<file path="config.mk">
export PLATFORM = sky130hd
export DESIGN_NAME = time_snapshot_buf
export DESIGN_NICKNAME = d
export VERILOG_FILES = /design/src/rtl/tsb_pkg.sv /design/src/rtl/tsb_rst_sync.sv /design/src/rtl/tsb_pointer.sv /design/src/rtl/tsb_snapshot.sv /design/src/rtl/tsb_store.sv /design/src/rtl/time_snapshot_buf.sv
export SDC_FILE = /design/constraint.sdc
export NUM_CORES = 1
export LEC_CHECK = 0
export BUFFER_PORTS_ARGS = -buffer_cell sky130_fd_sc_hd__buf_2
export CAP_MARGIN = 10
export CORE_ASPECT_RATIO = 0.8
export CORE_MARGIN = 2
export CORE_UTILIZATION = 35
export DETAILED_ROUTE_END_ITERATION = 6
export GPL_ROUTABILITY_DRIVEN = 1
export PLACE_DENSITY_LB_ADDON = 0.12
export SETUP_SLACK_MARGIN = 0.05
export SYNTH_ARGS = -nofsm -noshare
export SYNTH_HDL_FRONTEND = slang
export SYNTH_HIERARCHICAL = 1
export SYNTH_SLANG_ARGS = --single-unit
</file>
<file path="constraint.sdc">
create_clock -name clk -period 10.67 [get_ports clk]
set_clock_uncertainty 0.2 [all_clocks]
set_input_delay 0 -clock clk [delete_from_list [all_inputs] [get_ports clk]]
set_output_delay 0 -clock clk [all_outputs]
set_load 0.03 [all_outputs]
</file>
<file path="src/rtl/tsb_pkg.sv">
package tsb_pkg;
  localparam int ADDR_W     = 5;
  localparam int TIME_BYTES = 7;
  localparam int CFG_BYTES  = 9;
  typedef logic [7:0] byte_t;
endpackage

</file>
<file path="src/rtl/tsb_rst_sync.sv">
module tsb_rst_sync (
  input  logic clk,
  input  logic rst_n,
  output logic rst_q_n
);
  logic [1:0] sync_q;
  logic [1:0] sync_d;

  assign sync_d = {sync_q[0], 1'b1};

  always_ff @(posedge clk or negedge rst_n) begin
    if (!rst_n) sync_q <= 2'b00;
    else        sync_q <= sync_d;
  end

  assign rst_q_n = sync_q[1];
endmodule

</file>
<file path="src/rtl/tsb_pointer.sv">
module tsb_pointer #(
  parameter int AW = tsb_pkg::ADDR_W
) (
  input  logic          clk,
  input  logic          rst_n,
  input  logic          ld,
  input  logic [AW-1:0] ld_val,
  input  logic          rd,
  input  logic          wr,
  output logic [AW-1:0] ptr,
  output logic          acc,
  output logic          wrap
);
  logic [AW-1:0] ptr_q;
  logic [AW-1:0] ptr_d;
  logic          ptr_en;

  assign acc    = (rd | wr) & ~ld;
  assign wrap   = acc & (ptr_q == '1);
  assign ptr_en = ld | acc;

  always_comb begin
    ptr_d = ptr_q;
    if (ld)       ptr_d = ld_val;
    else if (acc) ptr_d = ptr_q + 1'b1;
  end

  always_ff @(posedge clk or negedge rst_n) begin
    if (!rst_n)      ptr_q <= '0;
    else if (ptr_en) ptr_q <= ptr_d;
  end

  assign ptr = ptr_q;
endmodule

</file>
<file path="src/rtl/tsb_snapshot.sv">
module tsb_snapshot #(
  parameter int AW = tsb_pkg::ADDR_W,
  parameter int NB = tsb_pkg::TIME_BYTES
) (
  input  logic          clk,
  input  logic          rst_n,
  input  logic          refresh,
  input  logic          stop,
  input  logic          wr_hit,
  input  logic [AW-1:0] wr_idx,
  input  logic [7:0]    wr_data,
  input  logic [8*NB-1:0] live,
  output logic [8*NB-1:0] user_flat,
  output logic          commit_en,
  output logic [NB-1:0] commit_mask,
  output logic [8*NB-1:0] commit_time,
  output logic          tick_restart
);
  import tsb_pkg::byte_t;

  byte_t       user_q [NB];
  byte_t       user_d [NB];
  byte_t       u_m    [NB];
  logic [NB-1:0] user_en;
  logic [NB-1:0] pend_q;
  logic [NB-1:0] pend_d;
  logic [NB-1:0] p_m;
  logic          pend_en;

  for (genvar i = 0; i < NB; i++) begin : g_lane
    logic hit;
    assign hit        = wr_hit && (wr_idx == AW'(i));
    assign u_m[i]     = hit ? wr_data : user_q[i];
    assign p_m[i]     = pend_q[i] | hit;
    assign user_d[i]  = (refresh && !p_m[i]) ? live[8*i +: 8] : u_m[i];
    assign user_en[i] = hit | refresh;

    always_ff @(posedge clk or negedge rst_n) begin
      if (!rst_n)          user_q[i] <= '0;
      else if (user_en[i]) user_q[i] <= user_d[i];
    end

    assign user_flat[8*i +: 8]   = user_q[i];
    assign commit_time[8*i +: 8] = u_m[i];
  end

  assign pend_en = wr_hit | stop;
  assign pend_d  = stop ? '0 : p_m;

  always_ff @(posedge clk or negedge rst_n) begin
    if (!rst_n)       pend_q <= '0;
    else if (pend_en) pend_q <= pend_d;
  end

  assign commit_en    = stop & (|p_m);
  assign commit_mask  = stop ? p_m : '0;
  assign tick_restart = stop & p_m[0];
endmodule

</file>
<file path="src/rtl/tsb_store.sv">
module tsb_store #(
  parameter int AW   = tsb_pkg::ADDR_W,
  parameter int BASE = tsb_pkg::TIME_BYTES,
  parameter int NB   = (1 << tsb_pkg::ADDR_W) - tsb_pkg::TIME_BYTES,
  parameter int NCFG = tsb_pkg::CFG_BYTES
) (
  input  logic            clk,
  input  logic            rst_n,
  input  logic            wr_hit,
  input  logic [AW-1:0]   wr_idx,
  input  logic [7:0]      wr_data,
  input  logic [AW-1:0]   rd_idx,
  output logic [7:0]      rd_byte,
  output logic [8*NCFG-1:0] cfg_flat
);
  import tsb_pkg::byte_t;

  byte_t mem_q [NB];

  for (genvar i = 0; i < NB; i++) begin : g_cell
    logic cell_en;
    assign cell_en = wr_hit && (wr_idx == AW'(BASE + i));

    always_ff @(posedge clk or negedge rst_n) begin
      if (!rst_n)       mem_q[i] <= '0;
      else if (cell_en) mem_q[i] <= wr_data;
    end

    if (i < NCFG) begin : g_cfg
      assign cfg_flat[8*i +: 8] = mem_q[i];
    end
  end

  always_comb begin
    rd_byte = '0;
    for (int i = 0; i < NB; i++) begin
      if (rd_idx == AW'(BASE + i)) rd_byte = mem_q[i];
    end
  end
endmodule

</file>
<file path="src/rtl/time_snapshot_buf.sv">
module time_snapshot_buf #(
  parameter int AW   = tsb_pkg::ADDR_W,
  parameter int TB   = tsb_pkg::TIME_BYTES,
  parameter int NCFG = tsb_pkg::CFG_BYTES
) (
  input  logic            clk,
  input  logic            rst_n,
  input  logic            bus_start,
  input  logic            bus_stop,
  input  logic            ptr_load,
  input  logic [AW-1:0]   ptr_value,
  input  logic            rd_en,
  input  logic            wr_en,
  input  logic [7:0]      wr_data,
  output logic [7:0]      rd_data,
  input  logic [8*TB-1:0] live_time,
  output logic            commit_en,
  output logic [TB-1:0]   commit_mask,
  output logic [8*TB-1:0] commit_time,
  output logic            tick_restart,
  output logic [8*NCFG-1:0] cfg_bytes
);
  localparam int MAP_BYTES = 1 << AW;
  localparam int STORE_BYTES = MAP_BYTES - TB;
  localparam logic [AW-1:0] TIME_END = AW'(TB);

  logic            rst_q_n;
  logic [AW-1:0]   ptr_q;
  logic            acc;
  logic            wrap;
  logic            is_time;
  logic            wr_time;
  logic            wr_store;
  logic            refresh;
  logic [8*TB-1:0] user_flat;
  logic [7:0]      time_byte;
  logic [7:0]      store_byte;

  tsb_rst_sync u_rst (
    .clk     (clk),
    .rst_n   (rst_n),
    .rst_q_n (rst_q_n)
  );

  tsb_pointer #(.AW(AW)) u_ptr (
    .clk    (clk),
    .rst_n  (rst_q_n),
    .ld     (ptr_load),
    .ld_val (ptr_value),
    .rd     (rd_en),
    .wr     (wr_en),
    .ptr    (ptr_q),
    .acc    (acc),
    .wrap   (wrap)
  );

  assign is_time  = ptr_q < TIME_END;
  assign wr_time  = acc & wr_en & is_time;
  assign wr_store = acc & wr_en & ~is_time;
  assign refresh  = bus_start | bus_stop | wrap;

  tsb_snapshot #(.AW(AW), .NB(TB)) u_snap (
    .clk          (clk),
    .rst_n        (rst_q_n),
    .refresh      (refresh),
    .stop         (bus_stop),
    .wr_hit       (wr_time),
    .wr_idx       (ptr_q),
    .wr_data      (wr_data),
    .live         (live_time),
    .user_flat    (user_flat),
    .commit_en    (commit_en),
    .commit_mask  (commit_mask),
    .commit_time  (commit_time),
    .tick_restart (tick_restart)
  );

  tsb_store #(.AW(AW), .BASE(TB), .NB(STORE_BYTES), .NCFG(NCFG)) u_store (
    .clk      (clk),
    .rst_n    (rst_q_n),
    .wr_hit   (wr_store),
    .wr_idx   (ptr_q),
    .wr_data  (wr_data),
    .rd_idx   (ptr_q),
    .rd_byte  (store_byte),
    .cfg_flat (cfg_bytes)
  );

  always_comb begin
    time_byte = '0;
    for (int i = 0; i < TB; i++) begin
      if (ptr_q == AW'(i)) time_byte = user_flat[8*i +: 8];
    end
  end

  assign rd_data = is_time ? time_byte : store_byte;
endmodule

</file>
# Word level (Yosys, flattened, before mapping)
# Cells that the tools add are included.
[totals] elab_cells=197 ff_bits=270 out_inout_bits=145
[op_classes] mux=51 n_lt_le_gt_ge=1 add_sub_neg=1 n_eq_ne=31 n_reduce_logical=50 bitwise_logic=28
[ops] cell="two-way mux 8 bit" n=47
[ops] cell="equality test 5 bit (second input constant)" n=16
[ops] cell="equality test 5 x 4 -> 1 bit (second input constant)" n=8
[ops] cell="logical AND 1 bit" n=39
[ops] cell="equality test 5 x 3 -> 1 bit (second input constant)" n=4
[ops] cell="bitwise OR 1 bit" n=19
[ops] cell="two-way mux 7 bit" n=2
[ops] cell="equality test 5 x 2 -> 1 bit (second input constant)" n=2
[ops] cell="two-way mux 5 bit" n=2
[ops] cell="bitwise AND 1 bit" n=7
[ops] cell="zero test 1 bit" n=7
[ops] cell="OR reduction 7 bit" n=1
[ops] cell="adder 5 x 1 -> 5 bit (second input constant)" n=1
[ops] cell="equality test 5 x 1 -> 1 bit (second input constant)" n=1
[ops] cell="zero test 5 bit" n=1
[ops] cell="< comparator 5 x 3 -> 1 bit (second input constant)" n=1
[ops] cell="inverter 1 bit" n=2
[ops] cell="AND reduction 2 bit" n=1
[ops] cell="nonzero test 2 bit" n=1

# Logic depth before layout (Yosys ltp)
# Gate-level depths: netlist of run 1.
[depth] depth_word=27 mapped_depth=12

# Modules after synthesis
# The synthesis of run 1 kept the hierarchy.
[by_module_without_submodules] module="tsb_store" instances=1 area_each_um2=10656.5 cells_per_inst=938
[by_module_without_submodules] module="tsb_snapshot" instances=1 area_each_um2=3535.9 cells_per_inst=417
[by_module_without_submodules] module="time_snapshot_buf" instances=1 area_each_um2=570.5 cells_per_inst=65
[by_module_without_submodules] module="tsb_pointer" instances=1 area_each_um2=290.3 cells_per_inst=28
[by_module_without_submodules] module="tsb_rst_sync" instances=1 area_each_um2=53.8 cells_per_inst=3

# Worst setup path before layout of run 1
# No wires, ideal clock.
[synth_timing] path_type="register to output" from="register u_ptr.ptr_q[0], in the netlist u_ptr/ptr[0]" to="output rd_data[0]" path_buffers=2 path_stages_with_launch=11 slack_ns=7.405 required_time_ns=10.470 arrival_time_ns=3.065 cell_sequence="dfrtp_1 > buf_2 > buf_2 > nor2b_1 > nand2_1 > o21ai_0 > a221oi_1 > o32a_1 > o221ai_1 > o22ai_1 > a211oi_1"
[synth_via] elab_chain_cells=27 elab_cells_between_ends=66
[synth_rtl] element="start, declared" line="tsb_pointer.sv:14" source="logic [AW-1:0] ptr_q;"
[synth_rtl] element="start signal, assigned" line="tsb_pointer.sv:30" source="else if (ptr_en) ptr_q <= ptr_d;"
[synth_rtl] element="equality test 5 x 3 -> 1 bit" line="tsb_store.sv:37" source="if (rd_idx == AW'(BASE + i)) rd_byte = mem_q[i];"
[synth_rtl] element="two-way mux 8 bit (24 in a row)" line="tsb_store.sv:37"
[synth_rtl] element="two-way mux 8 bit (*)" line="tsb_store.sv:37"
[synth_rtl] element="named net store_byte[0]" line="time_snapshot_buf.sv:37" source="logic [7:0] store_byte;"
[synth_rtl] element="two-way mux 8 bit (*)" line="time_snapshot_buf.sv:96" source="assign rd_data = is_time ? time_byte : store_byte;"
[synth_rtl] element="end, declared" line="time_snapshot_buf.sv:15" source="output logic [7:0] rd_data,"
# The timed path passes the listed nets; every way through them passes the cells marked *.

# Final worst setup path of run 1
[layout_timing] from="register u_ptr.ptr_q[0], in the netlist u_ptr/ptr[0]" to="output rd_data[2]"
# The elaborated chain is that of the path after synthesis.

==> results of run 1 <==
[power by group through the flow]
stage               sequential (mW)  combinational, mW  clock [mW]
detailed placement             1.37              0.888           0
CTS                            1.35              0.943        1.25
finish                         1.35              0.950        1.22
floorplan                      1.30              0.715           0
global placement               1.37              0.883           0
global route                   1.37               1.01        1.29
[cell usage after synthesis, drive strengths merged (5+ instances only)]
master,n,area [µm²]
o22ai,19,118.9
o221ai,8,70.07
nor3b,6,55.05
nor4,5,65.07
nand3b,11,98.84
nand2,207,777.0
nand2b,16,102.6
a31oi,8,50.05
clkbuf,40,150.1
or3,7,43.79
nor2,76,290.3
nand3,11,55.05
buf,128,872.1
mux4,11,255.2
inv,21,78.82
a211oi,14,110.1
dfrtp,270,6756
mux2,208,2342
a21oi,55,275.3
nor3,13,90.09
mux2i,92,920.9
o21ai,110,550.5
nor2b,18,120.1
and2,9,58.81
[registers in the layout, indices dropped and copies added, names as in the netlist]
signal and cells:
u_store/cfg_flat 72, u_store/mem_q 128, u_ptr/ptr 5, u_snap/user_flat 56, u_rst/sync_q 2, u_snap/pend_q 7
[worst max path at each step]
stage	endpoint	start
floorplan	u_ptr/ptr[0]	u_rst/sync_q[1]
global placement	rd_data[0]	u_ptr/ptr[0]
detailed placement	rd_data[7]	u_ptr/ptr[0]
CTS	rd_data[7]	u_ptr/ptr[0]
global route	rd_data[7]	u_ptr/ptr[0]
finish	rd_data[2]	u_ptr/ptr[0]
[layout make-up]
type	instances	area (µm²)
fill	4181	24360
multi-input combinational	990	7236
sequential	270	6769
timing repair buffer	369	2572
clock buffer	40	859.6
tap	560	700.7
clock inverter	17	301.5
inverter	22	82.58
[metal layers]
metal / global-route usage / wire (µm)
met4: 0.05209 / 987
met3: 0.04658 / 3506
met2: 0.3576 / 24060
met1: 0.3524 / 25310
met5: 0 / 0
[critical path, delay by kind of cell (launching register included)]
family	cells	cell delay [ps]
and+or+nand+nor	2	1230
AOI/OAI and AO/OA	6	1480
DFF	1	770
buffers and inverters	2	960
[kinds of logic after synthesis]
kind of cell,count (synthesis),share of synthesized area
and+or+nand+nor,406,0.1325
muxes,311,0.2329
DFF,270,0.4472
AOI/OAI and AO/OA,267,0.1099
buffers and inverters,191,0.07379
xor gates and xnor gates,3,0.001740
adders and majority gates,2,0.001656
other,1,0.0002482
[per-stage QoR]
step	power, mW	std cells
6_report	3.517	2268
5_1_grt	3.671	2268
4_1_cts	3.541	2268
3_5_place_dp	2.254	2075
3_3_place_gp	2.249	2075
2_1_floorplan	2.014	1451
[layout by cell type, fill, tap and decap left out, drive strengths merged, types with 8 or more instances in the layout]
| master | count |
|---|---|
| mux4 | 11 |
| nand3 | 11 |
| bufinv | 8 |
| clkbuf | 40 |
| mux2i | 92 |
| o21ai | 110 |
| nor2 | 76 |
| nand3b | 11 |
| o22ai | 19 |
| nor2b | 18 |
| a211oi | 14 |
| nand2 | 207 |
| dfrtp | 270 |
| a21oi | 55 |
| mux2 | 208 |
| o221ai | 8 |
| dlygate4sd3 | 136 |
| inv | 23 |
| and2 | 9 |
| nor3 | 13 |
| a31oi | 8 |
| buf | 233 |
| nand2b | 16 |
[repair_timing]
item                                    CTS  global route
endpoints found under the setup margin    0             0
gates resized for setup                   0             0
hold buffers                            136             0
endpoints found under the hold margin    74             0
==> reports/results.ini, run 1 <==
[outcome]
status = completed

[sta]
slew_violations = 0
period_needed_ps = 5277
worst_slack_ps = 5393
hold_ws_ps = 20.88
clock.fmax_mhz = 189.5
finalSetupViolCount = 0
tns_ps = 0
rsz0062_at_grt = false
hold_viol = 0
period_share = 0.4946
slew_headroom = 0.1984
tightest_slew_ps = 1200

[routing]
vias_per_cell = 5.485
vias = 12441
drc = 0
wire_per_inst_um = 23.75
drt_iter0_markers = 1319
ant_nets = 0
wl_mm = 53.87
drt_first_pass_iters = 5

[worst_setup_path]
critical_path.max_fanout = 63
crit_path_max_incr_delay_ps = 820
worstSetupPathType = flip-flop to primary output
crit_top_cell = a211oi_1
critical_path.endpoint_type = primary output
rr_endpoint = u_snap/user_flat[28]
slowest_stage = nor4_2
reg2reg_setup_slack_ps = 6270
critical_path.cell_chain = buf_4 -> nand2_1 -> nor4_2 -> a221oi_1 -> a211oi_1 -> o31ai_1 -> a21oi_1 -> o22ai_1 -> a211oi_1 -> buf_2
arrival_ps = 5080
rr_startpoint = u_ptr/ptr[3]
startpoint_type = flip-flop
r2r_cells = 9
worstPathRequired_ps = 10470

[power]
pwr-share-comb = 0.270
swShare = 0.3415
clkPwrFrac = 0.347
p_seq_frac = 0.384
power.internal_mw = 2.316
vdd_drop_max_uv = 130.1
power.switching_mw = 1.201
p_per_area_mw_per_mm2 = 189.9
total_leakage_power_nw = 8.930

[floorplanning]
coreArea_mm2 = 0.04288
fp.dieW_um = 236.3
die_h_um = 189.8
rows = 68
fp.dieArea_mm2 = 0.04485
start_util = 0.3523
pin_count = 221

[global_routing]
overflow = 0
antenna_found_initial = 1
grt_usage = 0.2376
grt_pass1_vias = 12407
grt_pass1_wl_mm = 80.92
grt_max_degree = 162

[cts]
cts_made_buffers = 31
cts-root-buf = clkbuf_16
cts-htree-levels = 1
cts_setup_buffers = 0
cts_tree = done
clk_path_buf_depth = 3
numClockSinks = 270
clk_latency_ps = 580
clkTransAtPathRegs_ps = 60

[synthesis]
syn_nets = 1529
synthArstFlopShare = 1.000
synthDistinctLibCells = 85
syn_inst = 1451
ys_seq_elements = 270
syn_area_per_cell_um2 = 10.41
synthFlopType = dfrtp_1
syn_area_mm2 = 0.01511
yosysSeqAreaShare = 0.4472
synth_edf_count = 0
yosysWarningCount = 6

[layout]
postLayoutCoreUtil = 0.4319
layout-drive-gt1-share = 0.3156
syn_to_final_growth_pct = 22.60
diodes = 0
layout.nets = 1762
final_area_mm2 = 0.01852

[flow_run]
maxCapViolCount = 0

[placement]
dpl-instance-area_mm2 = 0.01600
gp_congestion = 0.8969
pre_cts_slack_ps = 6126
dp.final_hpwl_mm = 36.35
io_buffer_count = 220

[worst_hold_path]
min_path_cells = 3
worstHoldEndpoint = u_snap/user_flat[38]
hp-class = input pin to flip-flop
hp-start = wr_data[6]

Power figures use the tool's default switching activity.
==> run 2, diff against run 1 <==
==> constraint.sdc (replaced) <==
create_clock -name clk -period 5.5 [get_ports clk]
set_clock_uncertainty 0.2 [all_clocks]
set_input_delay 0 -clock clk [delete_from_list [all_inputs] [get_ports clk]]
set_output_delay 0 -clock clk [all_outputs]
set_load 0.03 [all_outputs]
==> reports/results.ini, run 2 (synthesized netlist as in run 1, its figures left out) <==
[outcome]
status = completed  ; unchanged

[global_routing]
grt_max_degree = 127  ; was 162
top_usage_layer = met1  ; was met2
antenna_found_initial = 3  ; was 1
overflow = 0  ; unchanged
use_met3 = 0.04063  ; was 0.04658
grt_usage = 0.2362  ; was 0.2376
gr-usage-met2 = 0.3459  ; was 0.3576
grt_pass1_wl_mm = 80.34  ; was 80.92 mm
use_met1 = 0.3587  ; was 0.3524
grt_pass1_vias = 12406  ; was 12,407

[cts]
cts_made_buffers = 34  ; was 31
cts_resized = 0  ; unchanged
cts-htree-levels = 2  ; was 1
clkTransAtPathRegs_ps = 60  ; about the same
numClockSinks = 270  ; unchanged
clk_latency_ps = 530  ; was 580 ps
clk_path_buf_depth = 3  ; unchanged
cts-root-buf = clkbuf_16  ; unchanged
cts_setup_buffers = 0  ; unchanged
cts_tree = done  ; unchanged

[placement]
io_buffer_count = 220  ; unchanged
dp.final_hpwl_mm = 35.88  ; was 36.35 mm
dpl-instance-area_mm2 = 0.01603  ; was 0.01600 mm²
gp_congestion = 0.8874  ; was 0.8969
dp.cells = 2077  ; was 2,075

[sta]
period_needed_ps = 4681
finalSetupViolCount = 0  ; unchanged
hold_viol = 0  ; unchanged
slew_headroom = 0.2083  ; was 0.1984
tightest_slew_ps = 1185  ; was 1200 ps
slew_violations = 0  ; unchanged
tns_ps = 0  ; unchanged
hold_ws_ps = 13.00  ; was 20.88 ps
rsz0062_at_grt = false  ; unchanged
period_share = 0.8511
clock.fmax_mhz = 213.6

[routing]
wire_per_inst_um = 23.72  ; was 23.75 µm
drc = 0  ; unchanged
vias = 12450  ; was 12,441
vias_per_cell = 5.509  ; was 5.485
drt_first_pass_iters = 5  ; unchanged
ant_nets = 0  ; unchanged
wl_mm = 53.62  ; was 53.87 mm
drt_iter0_markers = 1158  ; was 1,319

[worst_setup_path]
crit_top_cell = nand2_1  ; was a211oi_1
slowest_stage = dfrtp_4  ; was nor4_2
critical_path.max_fanout = 50  ; was 63
critical_path.endpoint_type = primary output  ; unchanged
critical_path.cell_chain = nand2_1 -> nor4_2 -> nand2_1 -> a32o_1 -> a22o_1 -> a21oi_1 -> o22ai_1 -> a211oi_1 -> buf_2  ; was buf_4 -> nand2_1 -> nor4_2 -> a221oi_1 -> a211oi_1 -> o31ai_1 -> a21oi_1 -> o22ai_1 -> a211oi_1 -> buf_2
worstSetupPathType = flip-flop to primary output  ; unchanged
crit_path_max_incr_delay_ps = 890  ; was 820 ps
arrival_ps = 4480  ; was 5080 ps
startpoint_type = flip-flop  ; unchanged
worstPathRequired_ps = 5300  ; was 10,470 ps

[layout]
layout-drive-gt1-share = 0.3239  ; was 0.3156
final_area_mm2 = 0.01847  ; was 0.01852 mm²
layout.nets = 1750  ; was 1,762
syn_to_final_growth_pct = 22.25  ; was 22.60%
largest_reg_flops = 128  ; unchanged
final_cell_mix = 266 x dfrtp_1, 220 x buf_2, 208 x mux2_2  ; unchanged
top_register = u_store/mem_q  ; unchanged
fin_cells = 2260  ; was 2,268
final_common_cell = dfrtp_1  ; unchanged
fill_cells = 4149  ; was 4,181

[floorplanning]
coreArea_mm2 = 0.04288  ; unchanged
fp.dieArea_mm2 = 0.04485  ; unchanged
rows = 68  ; unchanged
start_util = 0.3523  ; unchanged
fp.dieW_um = 236.3  ; unchanged
pin_count = 221  ; unchanged
die_h_um = 189.8  ; unchanged

[power]
swShare = 0.3424  ; was 0.3415
finalPower_mw = 6.905  ; was 3.517 mW
p_seq_frac = 0.377  ; was 0.384
vdd_drop_max_uv = 181.3  ; was 130.1 µV
total_leakage_power_nw = 8.907  ; was 8.930 nW
power.switching_mw = 2.364  ; was 1.201 mW
power.internal_mw = 4.541  ; was 2.316 mW
p_per_area_mw_per_mm2 = 373.9  ; was 189.9 mW/mm²
pwr-share-comb = 0.266  ; was 0.270
clkPwrFrac = 0.357  ; was 0.347

[worst_hold_path]
hp-class = input pin to flip-flop  ; unchanged

[flow_run]
maxCapViolCount = 0  ; unchanged

-- run 2: metal layers --
metal | share of wire | wire length [µm]
met4 | 0.020 | 1053
met1 | 0.49 | 26030
met2 | 0.43 | 23250
met5 | 0 | 0
met3 | 0.061 | 3278
-- run 2: area by class of cell --
cell class / instances / area [µm²] / area share
Clock inverter: 19 / 246.5 / 0.01335
Clock buffer: 43 / 998.5 / 0.05406
Timing Repair Buffer: 354 / 2431 / 0.1316
Tap cell: 560 / 700.7 / 0.03794
Antenna cell: 2 / 5.005 / 0.0002710
Inverter: 22 / 82.58 / 0.004471
Multi-Input combinational cell: 990 / 7236 / 0.3918
Sequential cell: 270 / 6769 / 0.3665
-- run 2: stage by stage --
stage               setup slack, ps  utilization
floorplan                     873.7            -
global placement               1409       0.3737
detailed placement             1370       0.3737
CTS                           797.3       0.4303
global route                  643.2       0.4307
finish                        818.8       0.4307
-- run 2: power by group through the flow --
stage                     Sequential (mW)  Clock [mW]  Combinational (mW)
after floorplan                      2.52           0                1.39
after global placement               2.63           0                1.72
after detailed placement             2.63           0                1.74
after CTS                            2.60        2.52                1.83
after global routing                 2.64        2.60                1.96
final                                2.60        2.46                1.84
-- run 2: worst max-delay path: cells and delay by family (launching register included) --
kind	cells	cell delay, ps
AND/OR/NAND/NOR	3	1420
AO/OA/AOI/OAI	5	1370
flip-flops	1	890
buffers and inverters	1	250
-- run 2: worst paths after layout --
check                                startpoint                    to  slack, ps  depth (start not counted)
worst min register to register  u_rst/sync_q[0]       u_rst/sync_q[1]        150                          0
worst min-delay path                 wr_data[3]  u_snap/user_flat[19]         10                          3
min in group asynchronous                 rst_n       u_rst/sync_q[1]        130                          3
worst max register to register     u_ptr/ptr[0]  u_snap/user_flat[29]       1330                         10
max in group asynchronous       u_rst/sync_q[1]  u_store/cfg_flat[52]       3610                          1
worst max-delay path               u_ptr/ptr[1]            rd_data[3]        820                          9
-- run 2: timing repair --
action                                 in CTS  in global routing
endpoints found under the hold margin      74                  0
setup endpoints to repair                   0                  0
hold buffers                              118                  0
